--- config.mk ---
export PLATFORM = sky130hd
export DESIGN_NAME = hbus_mailbox
export DESIGN_NICKNAME = d
export VERILOG_FILES = /design/src/rtl/mbx_pkg.sv /design/src/rtl/mbx_decode.sv /design/src/rtl/mbx_sync.sv /design/src/rtl/mbx_regs.sv /design/src/rtl/hbus_mailbox.sv
export SDC_FILE = /design/constraint.sdc
export NUM_CORES = 1
export LEC_CHECK = 0
export BUFFER_PORTS_ARGS = -buffer_cell sky130_fd_sc_hd__buf_2
export CAP_MARGIN = 20
export CORE_ASPECT_RATIO = 0.5
export CORE_MARGIN = 2
export CORE_UTILIZATION = 40
export CTS_BUF_LIST = sky130_fd_sc_hd__clkbuf_8
export CTS_CLUSTER_DIAMETER = 30
export DETAILED_ROUTE_END_ITERATION = 8
export SLEW_MARGIN = 20
export SYNTH_ARGS = -nofsm -noshare
export SYNTH_HDL_FRONTEND = slang
export SYNTH_SLANG_ARGS = --single-unit
--- constraint.sdc ---
create_clock -name clk -period 1.15 [get_ports clk]
set_clock_uncertainty 0.05 [all_clocks]
set_input_delay 0.0575 -clock clk [delete_from_list [all_inputs] [get_ports clk]]
set_output_delay 0.0575 -clock clk [all_outputs]
set_load 0.05 [all_outputs]
--- src/rtl/mbx_pkg.sv ---
package mbx_pkg;
    localparam int DATA_W = 8;
    localparam int SUB_W  = 8;

    // One synchronizer sample of the host side
    typedef struct packed {
        logic              rd;
        logic              wr;
        logic [DATA_W-1:0] data;
        logic [SUB_W-1:0]  sub;
    } host_smp_t;

    typedef enum logic [1:0] {
        ACC_NONE = 2'd0,
        ACC_RD   = 2'd1,
        ACC_WR   = 2'd2
    } acc_e;

    function automatic logic window_hit(input logic [3:0] top, input logic [3:0] match);
        return top == match;
    endfunction
endpackage

--- src/rtl/mbx_decode.sv ---
module mbx_decode #(
    parameter int AW        = 16,
    parameter int WIN_BITS  = 4,
    parameter logic [WIN_BITS-1:0] WIN_MATCH = 4'h8
) (
    input  logic [AW-1:0] addr,
    input  logic          phi,
    input  logic          rnw,
    output logic          rd_stb,
    output logic          wr_stb
);
    logic sel;

    always_comb begin
        sel    = phi && (addr[AW-1 -: WIN_BITS] == WIN_MATCH);
        rd_stb = sel && rnw;
        wr_stb = sel && !rnw;
    end
endmodule

--- src/rtl/mbx_sync.sv ---
module mbx_sync #(
    parameter int STAGES = 2
) (
    input  logic               clk,
    input  logic               rst,
    input  mbx_pkg::host_smp_t smp_in,
    output mbx_pkg::acc_e      done,
    output mbx_pkg::host_smp_t done_smp
);
    import mbx_pkg::*;

    host_smp_t stg [STAGES];
    host_smp_t prev_q;

    generate
        for (genvar i = 0; i < STAGES; i++) begin : g_stage
            if (i == 0) begin : g_first
                always_ff @(posedge clk) begin
                    if (rst) stg[i] <= '0;
                    else     stg[i] <= smp_in;
                end
            end else begin : g_next
                always_ff @(posedge clk) begin
                    if (rst) stg[i] <= '0;
                    else     stg[i] <= stg[i-1];
                end
            end
        end
    endgenerate

    always_ff @(posedge clk) begin
        if (rst) prev_q <= '0;
        else     prev_q <= stg[STAGES-1];
    end

    // The access ends when its synchronized strobe falls
    always_comb begin
        done = ACC_NONE;
        if (prev_q.wr && !stg[STAGES-1].wr)      done = ACC_WR;
        else if (prev_q.rd && !stg[STAGES-1].rd) done = ACC_RD;
        done_smp = prev_q;
    end
endmodule

--- src/rtl/mbx_regs.sv ---
module mbx_regs (
    input  logic                          clk,
    input  logic                          rst,
    input  mbx_pkg::acc_e                 done,
    input  mbx_pkg::host_smp_t            done_smp,
    input  logic                          loc_rd_in,
    input  logic                          loc_out_load,
    input  logic [mbx_pkg::DATA_W-1:0]    loc_out_data,
    input  logic                          loc_irq_ack,
    output logic [mbx_pkg::DATA_W-1:0]    in_data,
    output logic                          in_full,
    output logic [mbx_pkg::DATA_W-1:0]    out_data,
    output logic                          out_full,
    output logic                          overflow,
    output logic                          irq,
    output logic [mbx_pkg::SUB_W-1:0]     sub_addr
);
    import mbx_pkg::*;

    logic wr_done, rd_done;
    assign wr_done = (done == ACC_WR);
    assign rd_done = (done == ACC_RD);

    // Input direction: host commit wins over a local clear
    always_ff @(posedge clk) begin
        if (rst) begin
            in_data  <= '0;
            in_full  <= 1'b0;
            overflow <= 1'b0;
            sub_addr <= '0;
        end else if (wr_done) begin
            in_data  <= done_smp.data;
            sub_addr <= done_smp.sub;
            in_full  <= 1'b1;
            if (in_full) overflow <= 1'b1;
        end else if (loc_rd_in) begin
            in_full  <= 1'b0;
            overflow <= 1'b0;
        end
    end

    // Output direction
    always_ff @(posedge clk) begin
        if (rst) begin
            out_data <= '0;
            out_full <= 1'b0;
        end else if (rd_done) begin
            out_full <= 1'b0;
        end else if (loc_out_load) begin
            out_data <= loc_out_data;
            out_full <= 1'b1;
        end
    end

    always_ff @(posedge clk) begin
        if (rst)                    irq <= 1'b0;
        else if (wr_done || rd_done) irq <= 1'b1;
        else if (loc_irq_ack)       irq <= 1'b0;
    end
endmodule

--- src/rtl/hbus_mailbox.sv ---
module hbus_mailbox #(
    parameter int AW          = 16,
    parameter int WIN_BITS    = 4,
    parameter logic [WIN_BITS-1:0] WIN_MATCH = 4'h8,
    parameter int SYNC_STAGES = 2
) (
    input  logic         clk,
    input  logic         rst,
    input  logic [AW-1:0] host_addr,
    input  logic         host_rnw,
    input  logic         host_phi,
    input  logic [7:0]   host_din,
    output logic [7:0]   host_dout,
    output logic         host_doe,
    input  logic         loc_rd_in,
    input  logic         loc_out_load,
    input  logic [7:0]   loc_out_data,
    input  logic         loc_irq_ack,
    output logic [7:0]   loc_in_data,
    output logic         in_full,
    output logic         out_full,
    output logic         overflow,
    output logic         irq,
    output logic [7:0]   sub_addr
);
    import mbx_pkg::*;

    logic      rd_stb, wr_stb;
    host_smp_t smp;
    acc_e      done;
    host_smp_t done_smp;
    logic [DATA_W-1:0] out_byte;

    mbx_decode #(.AW(AW), .WIN_BITS(WIN_BITS), .WIN_MATCH(WIN_MATCH)) dec_i (
        .addr(host_addr), .phi(host_phi), .rnw(host_rnw),
        .rd_stb(rd_stb), .wr_stb(wr_stb)
    );

    always_comb begin
        smp.rd   = rd_stb;
        smp.wr   = wr_stb;
        smp.data = host_din;
        smp.sub  = host_addr[SUB_W-1:0];
    end

    mbx_sync #(.STAGES(SYNC_STAGES)) sync_i (
        .clk(clk), .rst(rst), .smp_in(smp), .done(done), .done_smp(done_smp)
    );

    mbx_regs regs_i (
        .clk(clk), .rst(rst), .done(done), .done_smp(done_smp),
        .loc_rd_in(loc_rd_in), .loc_out_load(loc_out_load),
        .loc_out_data(loc_out_data), .loc_irq_ack(loc_irq_ack),
        .in_data(loc_in_data), .in_full(in_full),
        .out_data(out_byte), .out_full(out_full),
        .overflow(overflow), .irq(irq), .sub_addr(sub_addr)
    );

    assign host_doe  = rd_stb;
    assign host_dout = rd_stb ? out_byte : '0;
endmodule

==> results of run 1 <==
==> kinds of logic (layout without fill, tap and decap cells) <==
group | after synthesis | in the layout | share of synthesized area
multiplexers | 8 | 8 | 0.0297
AND/OR/NAND/NOR | 122 | 123 | 0.267
buffers and inverters | 17 | 118 | 0.0404
flip-flops | 82 | 82 | 0.610
AO/OA/AOI/OAI | 21 | 21 | 0.0530
==> cell type report <==
type	count	area, sq um
clock buffers	10	138
clock inverters	6	58.8
fillers	582	2880
inverters	1	3.75
multi-input cells	152	971
flip-flops and latches	82	1650
well taps	92	115
repair buffers	101	785
==> flip-flops by register name (all words and copies together) (netlist names) <==
name	cells
sync_i.stg	36
sync_i.done_smp	18
regs_i.in_data	8
regs_i.out_data	8
regs_i.sub_addr	8
regs_i.in_full	1
regs_i.irq	1
regs_i.out_full	1
regs_i.overflow	1
==> synth_stat cells, drive strengths merged <==
library cell   n
dfxtp         82
nor2b         53
nand2         33
nand2b        19
a21oi         18
buf           10
and2           8
mux2i          8
clkbuf         6
nor2           3
nor3           3
a31oi          1
and2b          1
and4           1
inv            1
nand3          1
o21a           1
o21ai          1
==> report_power, final <==
| part | switching [W] | leakage [nW] | internal [W] |
|---|---|---|---|
| Sequential | 0.0000230 | 0.672 | 0.00293 |
| Combinational | 0.000136 | 0.793 | 0.000201 |
| Clock | 0.000950 | 0.105 | 0.00105 |
==> worst max-delay path: cells and delay by family <==
kind / cells / cell delay (ps)
and+or+nand+nor: 3 / 690
buffers and inverters: 2 / 270
==> timing repair <==
action | 4_1_cts | 5_1_grt
pin swaps | 1 | 0
setup endpoints to repair | 17 | 17
gates cloned | 0 | 1
gates resized for setup | 11 | 13
hold buffers | 31 | 0
endpoints found under the hold margin | 29 | 0
==> per-stage QoR <==
| step | cells | hold slack (ps) | setup TNS, ps |
|---|---|---|---|
| floorplan | 250 | 77.2 | 0 |
| global placement | 396 | 193 | -794 |
| detailed placement | 396 | 193 | -1110 |
| CTS | 443 | 101 | 0 |
| global route | 444 | 107 | -406 |
| finish | 444 | 129 | 0 |
==> worst max-delay path by stage <==
stage,startpoint,endpoint,slack (ps),cells past startpoint
2_1_floorplan,host_addr[13],host_dout[0],80,4
3_3_place_gp,host_addr[13],host_dout[2],-100,5
3_5_place_dp,host_addr[13],host_dout[0],-140,5
4_1_cts,regs_i.out_data[3],host_dout[3],4,2
5_1_grt,sync_i.done_smp[16],regs_i.out_data[3],-60,4
6_report,host_addr[13],host_dout[6],20,5
==> routing by layer <==
metal / part of all wire / up-vias
met4: 0.011 / 0
met2: 0.50 / 41
met1: 0.42 / 828
met5: 0 / -
met3: 0.064 / 6
li1: - / 975
==> flow_summary.yaml, run 1 <==
run_status:
  outcome: "complete, no violations"
global_routing:
  overflow: 0
  grt_pass1_wl_um: 7200
  grt_busiest_layer: "met2"
  grt_pass1_vias: 1662
  grt_use_met2: 0.238
  antenna_found_initial: 0
  grt_max_degree: 47
  met1_usage: 0.132
  grt_usage: 0.130
  grt_util_met3: 0.0776
clock_tree:
  clock_path_buffers: 2
  cts_root_buffer: "clkbuf_8"
  htreeDepth: 3
  cts_tree: "built"
  insertion_delay_ps: 350
  cts.sinks: 82
  clk_pin_slew_worst_paths_ps: 70
  post_cts_buffers: 0
  cts_buffers: 9
power_and_ir_drop:
  ir_drop_mv: 0.677
  power.leakage_nw: 1.57
  power_w: 0.00528
  p_per_area_mw_per_mm2: 1420
worst_setup_path:
  path_cells: "buf_2 > nor3_4 > and4_2 > and2_2 > buf_6"
  rrSetupSlack_ps: 20
  crit_arrival_ps: 1020
  cpPeakStageDelay_ps: 310
  critPathKind: "in2out"
  required_ps: 1040
  cp-end-kind: "output port"
  r2r_start: "sync_i.done_smp[16]"
  reg2reg_to: "regs_i.out_data[3]"
  startpoint_type: "input pin"
  cpMaxStageDelayCell: "and4_2"
  r2r_cells: 4
  path_max_fanout: 5
floorplan:
  die_x_um: 120
  placementRows: 21
  die_y_um: 62.0
  top_level_ports: 68
  start_util: 0.408
  core_sq_mm: 0.00660
  die-area_sq_mm: 0.00744
timing:
  fin_crit_sh: 0.978
  rsz0062_at_grt: "yes"
  clock.fmax_mhz: 889
  setup_viol: 0
  slew_viol_final: 0
  worstMarginPinSlew_ps: 259
  slew-limit-headroom: 0.829
  fin_crit_ps: 1130
  setup_ws_ps: 25.0
  hold_viol: 0
final_layout:
  final_area_sq_mm: 0.00372
  fin_util: 0.563
  fin_nets: 386
  area_growth_pct: 38.0
  final_cell_mix: "79 x dfxtp_1, 54 x buf_2, 52 x nor2b_1"
  diodes: 0
  layout_commonest_cell: "dfxtp_1"
  drive_above_1_share: 0.338
yosys:
  synth_nets: 289
  syn_area_sq_mm: 0.00269
  syn_avg_cell_area_sq_um: 10.8
  ys_ff_latch: 82
  ys_seq_area_frac: 0.610
  yosys_warnings: 0
  synth_top_area_frac: 0.610
  synth_area_leaders: "dfxtp_1 61%, nor2b_1 12%, nand2b_1 4.2%"
  netlist_instances: 250
  ys_types: 26
  yosysTopAreaCell: "dfxtp_1"
detailed_routing:
  wl_per_cell_um: 10.7
  drt_first_pass_iters: 4
  routed_wl_um: 4750
  route.detailed.drc: 0
  detail_route.iter0.violations: 62
  vias: 1850
  antenna_left: 0
  drt-vias-per-instance: 4.17
min_path:
  hp-class: "in2reg"
  min_from: "rst"
  min_to: "sync_i.stg[1][3]"
  hold_depth: 3
placed_design:
  postPlaceCellArea_sq_mm: 0.00313
  portBuffers: 63
  dpl_worst_slack_ps: -139
  gp_congestion: 0.611
  dp.final_hpwl_um: 2690
flow_run:
  max_cap_violations: 0
Power figures use the tool's default switching activity.
==> inputs of run 2 (changes only) <==
Settings changed: SLEW_MARGIN 20 to not set.
Clock period 1.15 ns to 1.4 ns, I/O delays scaled along.
==> run 2 against run 1 <==
  * Utilization decreased by 1.6 points
  * Critical path depth unchanged
  * Critical path type unchanged
  * Critical endpoint is now host_dout[1]
  * Combinational power is 23% lower
  * Register-to-register slack improved by 240 ps
  * Global-route usage about the same
  * Hold slack improved by 9.4 ps
  * Power shrank 15%
==> flow_summary.yaml, run 2 (synthesis results as in run 1) <==
timing:
  worstMarginPinSlew_ps: 261
  clock.fmax_mhz: 808
  fin_crit_ps: 1240
  tns_ps: 0
  setup_ws_ps: 163
  rsz0062_at_grt: "no"
  slew-limit-headroom: 0.827
  slew_viol_final: 0
  fin_crit_sh: 0.884
  setup_viol: 0
  hold_viol: 0
min_path:
  min_to: "regs_i.in_data[6]"
  hold_depth: 3
  hp-class: "in2reg"
  min_from: "rst"
placed_design:
  gp_congestion: 0.664
  portBuffers: 63
  dp.final_hpwl_um: 2830
  dpl_worst_slack_ps: 103
global_routing:
  grt_usage: 0.130
  antenna_found_initial: 0
  grt_max_degree: 46
  overflow: 0
  grt_pass1_vias: 1689
  grt_pass1_wl_um: 7270
power_and_ir_drop:
  ir_drop_mv: 0.455
  p_per_area_mw_per_mm2: 1240
  power.leakage_nw: 1.54
floorplan:
  start_util: 0.408
  core_sq_mm: 0.00660
  die_y_um: 62.0
  placementRows: 21
  die-area_sq_mm: 0.00744
  top_level_ports: 68
  die_x_um: 120
final_layout:
  num-fill-cells: 613
  largest_reg_flops: 36
  final_cell_mix: "82 x dfxtp_1, 63 x buf_2, 52 x nor2b_1"
  top_register: "sync_i.stg"
  fin_nets: 382
  diodes: 0
  layout_commonest_cell: "dfxtp_1"
  seq_area_sq_mm: 0.00164
  area_growth_pct: 34.2
  multi_input_area_sq_um: 943
  drive_above_1_share: 0.305
detailed_routing:
  wl_per_cell_um: 10.3
  routed_wl_um: 4550
  vias: 1852
  route.detailed.drc: 0
  detail_route.iter0.violations: 49
  antenna_left: 0
  drt_first_pass_iters: 3
  drt-vias-per-instance: 4.21
clock_tree:
  htreeDepth: 3
  insertion_delay_ps: 340
  cts_root_buffer: "clkbuf_8"
  clock_path_buffers: 2
  cts_tree: "built"
  clk_pin_slew_worst_paths_ps: 80
  cts_buffers: 9
  cts.sinks: 82
worst_setup_path:
  rrSetupSlack_ps: 260
  path_max_fanout: 10
  r2r_cells: 4
  startpoint_type: "input pin"
  reg2reg_to: "regs_i.out_data[0]"
  cp-end-kind: "output port"
  r2r_start: "sync_i.stg[1][16]"
  critPathKind: "in2out"
  crit_arrival_ps: 1120
  required_ps: 1280
flow_run:
  max_cap_violations: 0
run_status:
  outcome: "complete, no violations"
==> run 2: how the worst max path moves through the flow <==
| stage | startpoint | to | slack, ps | depth (start not counted) |
|---|---|---|---|---|
| 2_1_floorplan | host_addr[13] | host_dout[0] | 180 | 4 |
| 3_3_place_gp | host_addr[13] | host_dout[2] | 140 | 5 |
| 3_5_place_dp | host_addr[13] | host_dout[3] | 100 | 5 |
| 4_1_cts | host_addr[13] | host_dout[5] | 100 | 5 |
| 5_1_grt | host_addr[13] | host_dout[2] | 60 | 5 |
| 6_report | host_addr[13] | host_dout[1] | 160 | 5 |
==> run 2: power by group <==
part	internal, W	switching [W]	total [W]
Combinational	0.000154	0.000104	0.000258
Clock	0.00104	0.000770	0.00181
Sequential	0.00240	0.0000183	0.00242
Total	0.00360	0.000893	0.00449
==> run 2: through the flow <==
step | hold WS [ps] | power, W | util | instance area, sq um | cells
finish | 138 | 0.00449 | 0.548 | 3610 | 440
global placement | 202 | 0.00267 | 0.470 | 3100 | 395
detailed placement | 207 | 0.00267 | 0.470 | 3100 | 395
floorplan | 89.7 | 0.00260 | - | 2690 | 250
CTS | 117 | 0.00456 | 0.548 | 3610 | 440
global route | 127 | 0.00470 | 0.548 | 3610 | 440
==> run 2: repair_timing <==
action / 4_1_cts / 5_1_grt
hold buffers: 29 / 0
hold endpoints to repair: 28 / 0
endpoints found under the setup margin: 0 / 1
gates resized for setup: 0 / 1
buffers inserted: 0 / 0
==> run 2: layout make-up <==
type	count	area share
repair buffers	98	0.191
flip-flops and latches	82	0.454
multi-input cells	151	0.261
inverters	1	0.00104
clock buffers	10	0.0381
clock inverters	6	0.0229
well taps	92	0.0319
==> run 2: critical path, cell delays in order <==
cell and delay (ps):
buf_2 100, nor3_2 180, and4_2 350, and2_1 150
buf_2 250
==> run 2: metal layers <==
metal	vias to the layer above	part of all wire	global-route usage
met4	0	0.012	0.0353
met2	44	0.50	0.246
li1	962	-	-
met5	-	0	0
met1	840	0.43	0.134
met3	6	0.058	0.0639
==> inputs of run 3 (changes only) <==
Settings changed: BUFFER_PORTS_ARGS -buffer_cell sky130_fd_sc_hd__buf_2 to -buffer_cell sky130_fd_sc_hd__buf_4, REMOVE_ABC_BUFFERS set to 1.
==> run 3 against run 2 <==
  * Via count down 2.2%
  * Final cell count did not move
  * Power increased by 0.35%
  * Worst setup slack got worse by 46 ps
  * Non-clock buffer count is the same
==> flow_summary.yaml, run 3 (synthesis results as in run 1) <==
worst_setup_path:
  critPathKind: "in2out"
  crit_arrival_ps: 1160
  cp-end-kind: "output port"
  path_max_fanout: 10
  startpoint_type: "input pin"
  required_ps: 1280
  r2r_cells: 4
detailed_routing:
  routed_wl_um: 4550
  route.detailed.drc: 0
  drt-vias-per-instance: 4.12
  detail_route.iter0.violations: 49
  wl_met2_um: 2250
  vias: 1812
  drt_first_pass_iters: 4
  route.met3.wl_um: 213
  met1Wirelength_um: 2050
  antenna_left: 0
  wl_per_cell_um: 10.3
  top_layer_used: "met4"
clock_tree:
  cts_buffers: 9
  cts_tree: "built"
  clock_path_buffers: 2
  clk_pin_slew_worst_paths_ps: 80
  cts_root_buffer: "clkbuf_8"
  insertion_delay_ps: 330
  post_cts_buffers: 0
  cts.sinks: 82
  htreeDepth: 3
timing:
  setup_viol: 0
  clock.fmax_mhz: 779
  hold_ws_ps: 61.7
  fin_crit_sh: 0.917
  setup_ws_ps: 117
  hold_viol: 0
  slew-limit-headroom: 0.782
  fin_crit_ps: 1280
  tns_ps: 0
  slew_viol_final: 0
  rsz0062_at_grt: "no"
  worstMarginPinSlew_ps: 327
global_routing:
  grt_pass1_wl_um: 7580
  grt_pass1_vias: 1745
  grt_usage: 0.133
  overflow: 0
  antenna_found_initial: 0
  grt_max_degree: 45
floorplan:
  core_sq_mm: 0.00660
  placementRows: 21
  die_y_um: 62.0
  top_level_ports: 68
  die-area_sq_mm: 0.00744
  die_x_um: 120
  start_util: 0.408
final_layout:
  diodes: 0
  area_growth_pct: 39.0
  largest_reg_flops: 36
  drive_above_1_share: 0.305
  seq_area_sq_mm: 0.00164
  num-fill-cells: 590
  multi_input_area_sq_um: 942
  top_register: "sync_i.stg"
  fin_nets: 382
  layout_commonest_cell: "dfxtp_1"
  final_area_sq_mm: 0.00374
  final_cell_mix: "82 x dfxtp_1, 68 x buf_4, 52 x nor2b_1"
run_status:
  outcome: "complete, no violations"
placed_design:
  portBuffers: 63
  gp_congestion: 0.658
  dp.final_hpwl_um: 2860
  dpl_worst_slack_ps: 99.6
  postPlaceCellArea_sq_mm: 0.00323
power_and_ir_drop:
  power.leakage_nw: 1.55
  power_w: 0.00450
  ir_drop_mv: 0.433
  p_per_area_mw_per_mm2: 1200
min_path:
  hp-class: "in2reg"
  hold_depth: 2
flow_run:
  max_cap_violations: 0
-- run 3: path summary, 6_finish.rpt --
| path | start | slack, ps | to |
|---|---|---|---|
| setup reg to reg | sync_i.done_smp[16] | 260 | regs_i.out_data[2] |
| setup / recovery | host_addr[13] | 120 | host_dout[6] |
| hold / removal | rst | 60 | sync_i.done_smp[3] |
| hold reg to reg | sync_i.done_smp[7] | 390 | regs_i.sub_addr[7] |
-- run 3: where the power goes --
group	leakage (nW)	switching, W	internal (W)
Clock	0.103	0.000802	0.000999
Sequential	0.671	0.0000182	0.00240
Combinational	0.772	0.000105	0.000178
-- run 3: critical path, stage by stage --
cell and delay, ps:
buf_4 110, nor3_2 180, and4_1 420, and2_1 180, buf_4 190
-- run 3: routing by layer --
metal  up-vias  global-route usage
met3         5              0.0484
met4         0              0.0605
met2        34               0.240
met1       813               0.148
li1        960                   -
met5         -                   0
-- run 3: timing repair --
item / 4_1_cts / 5_1_grt
hold endpoints to repair: 28 / 0
gates resized for setup: 0 / 0
hold buffers: 29 / 0
-- run 3: cell type report --
cell class / instances / share of cell area
tap: 92 / 0.0308
timing repair buffer: 98 / 0.219
sequential: 82 / 0.439
multi-input combinational: 151 / 0.252
clock buffer: 9 / 0.0331
clock inverter: 7 / 0.0254
inverter: 1 / 0.00100
-- run 3: per-stage QoR --
step / std cells / utilization
6_report: 440 / 0.567
5_1_grt: 440 / 0.567
4_1_cts: 440 / 0.567
3_5_place_dp: 395 / 0.490
3_3_place_gp: 395 / 0.490
2_1_floorplan: 234 / -
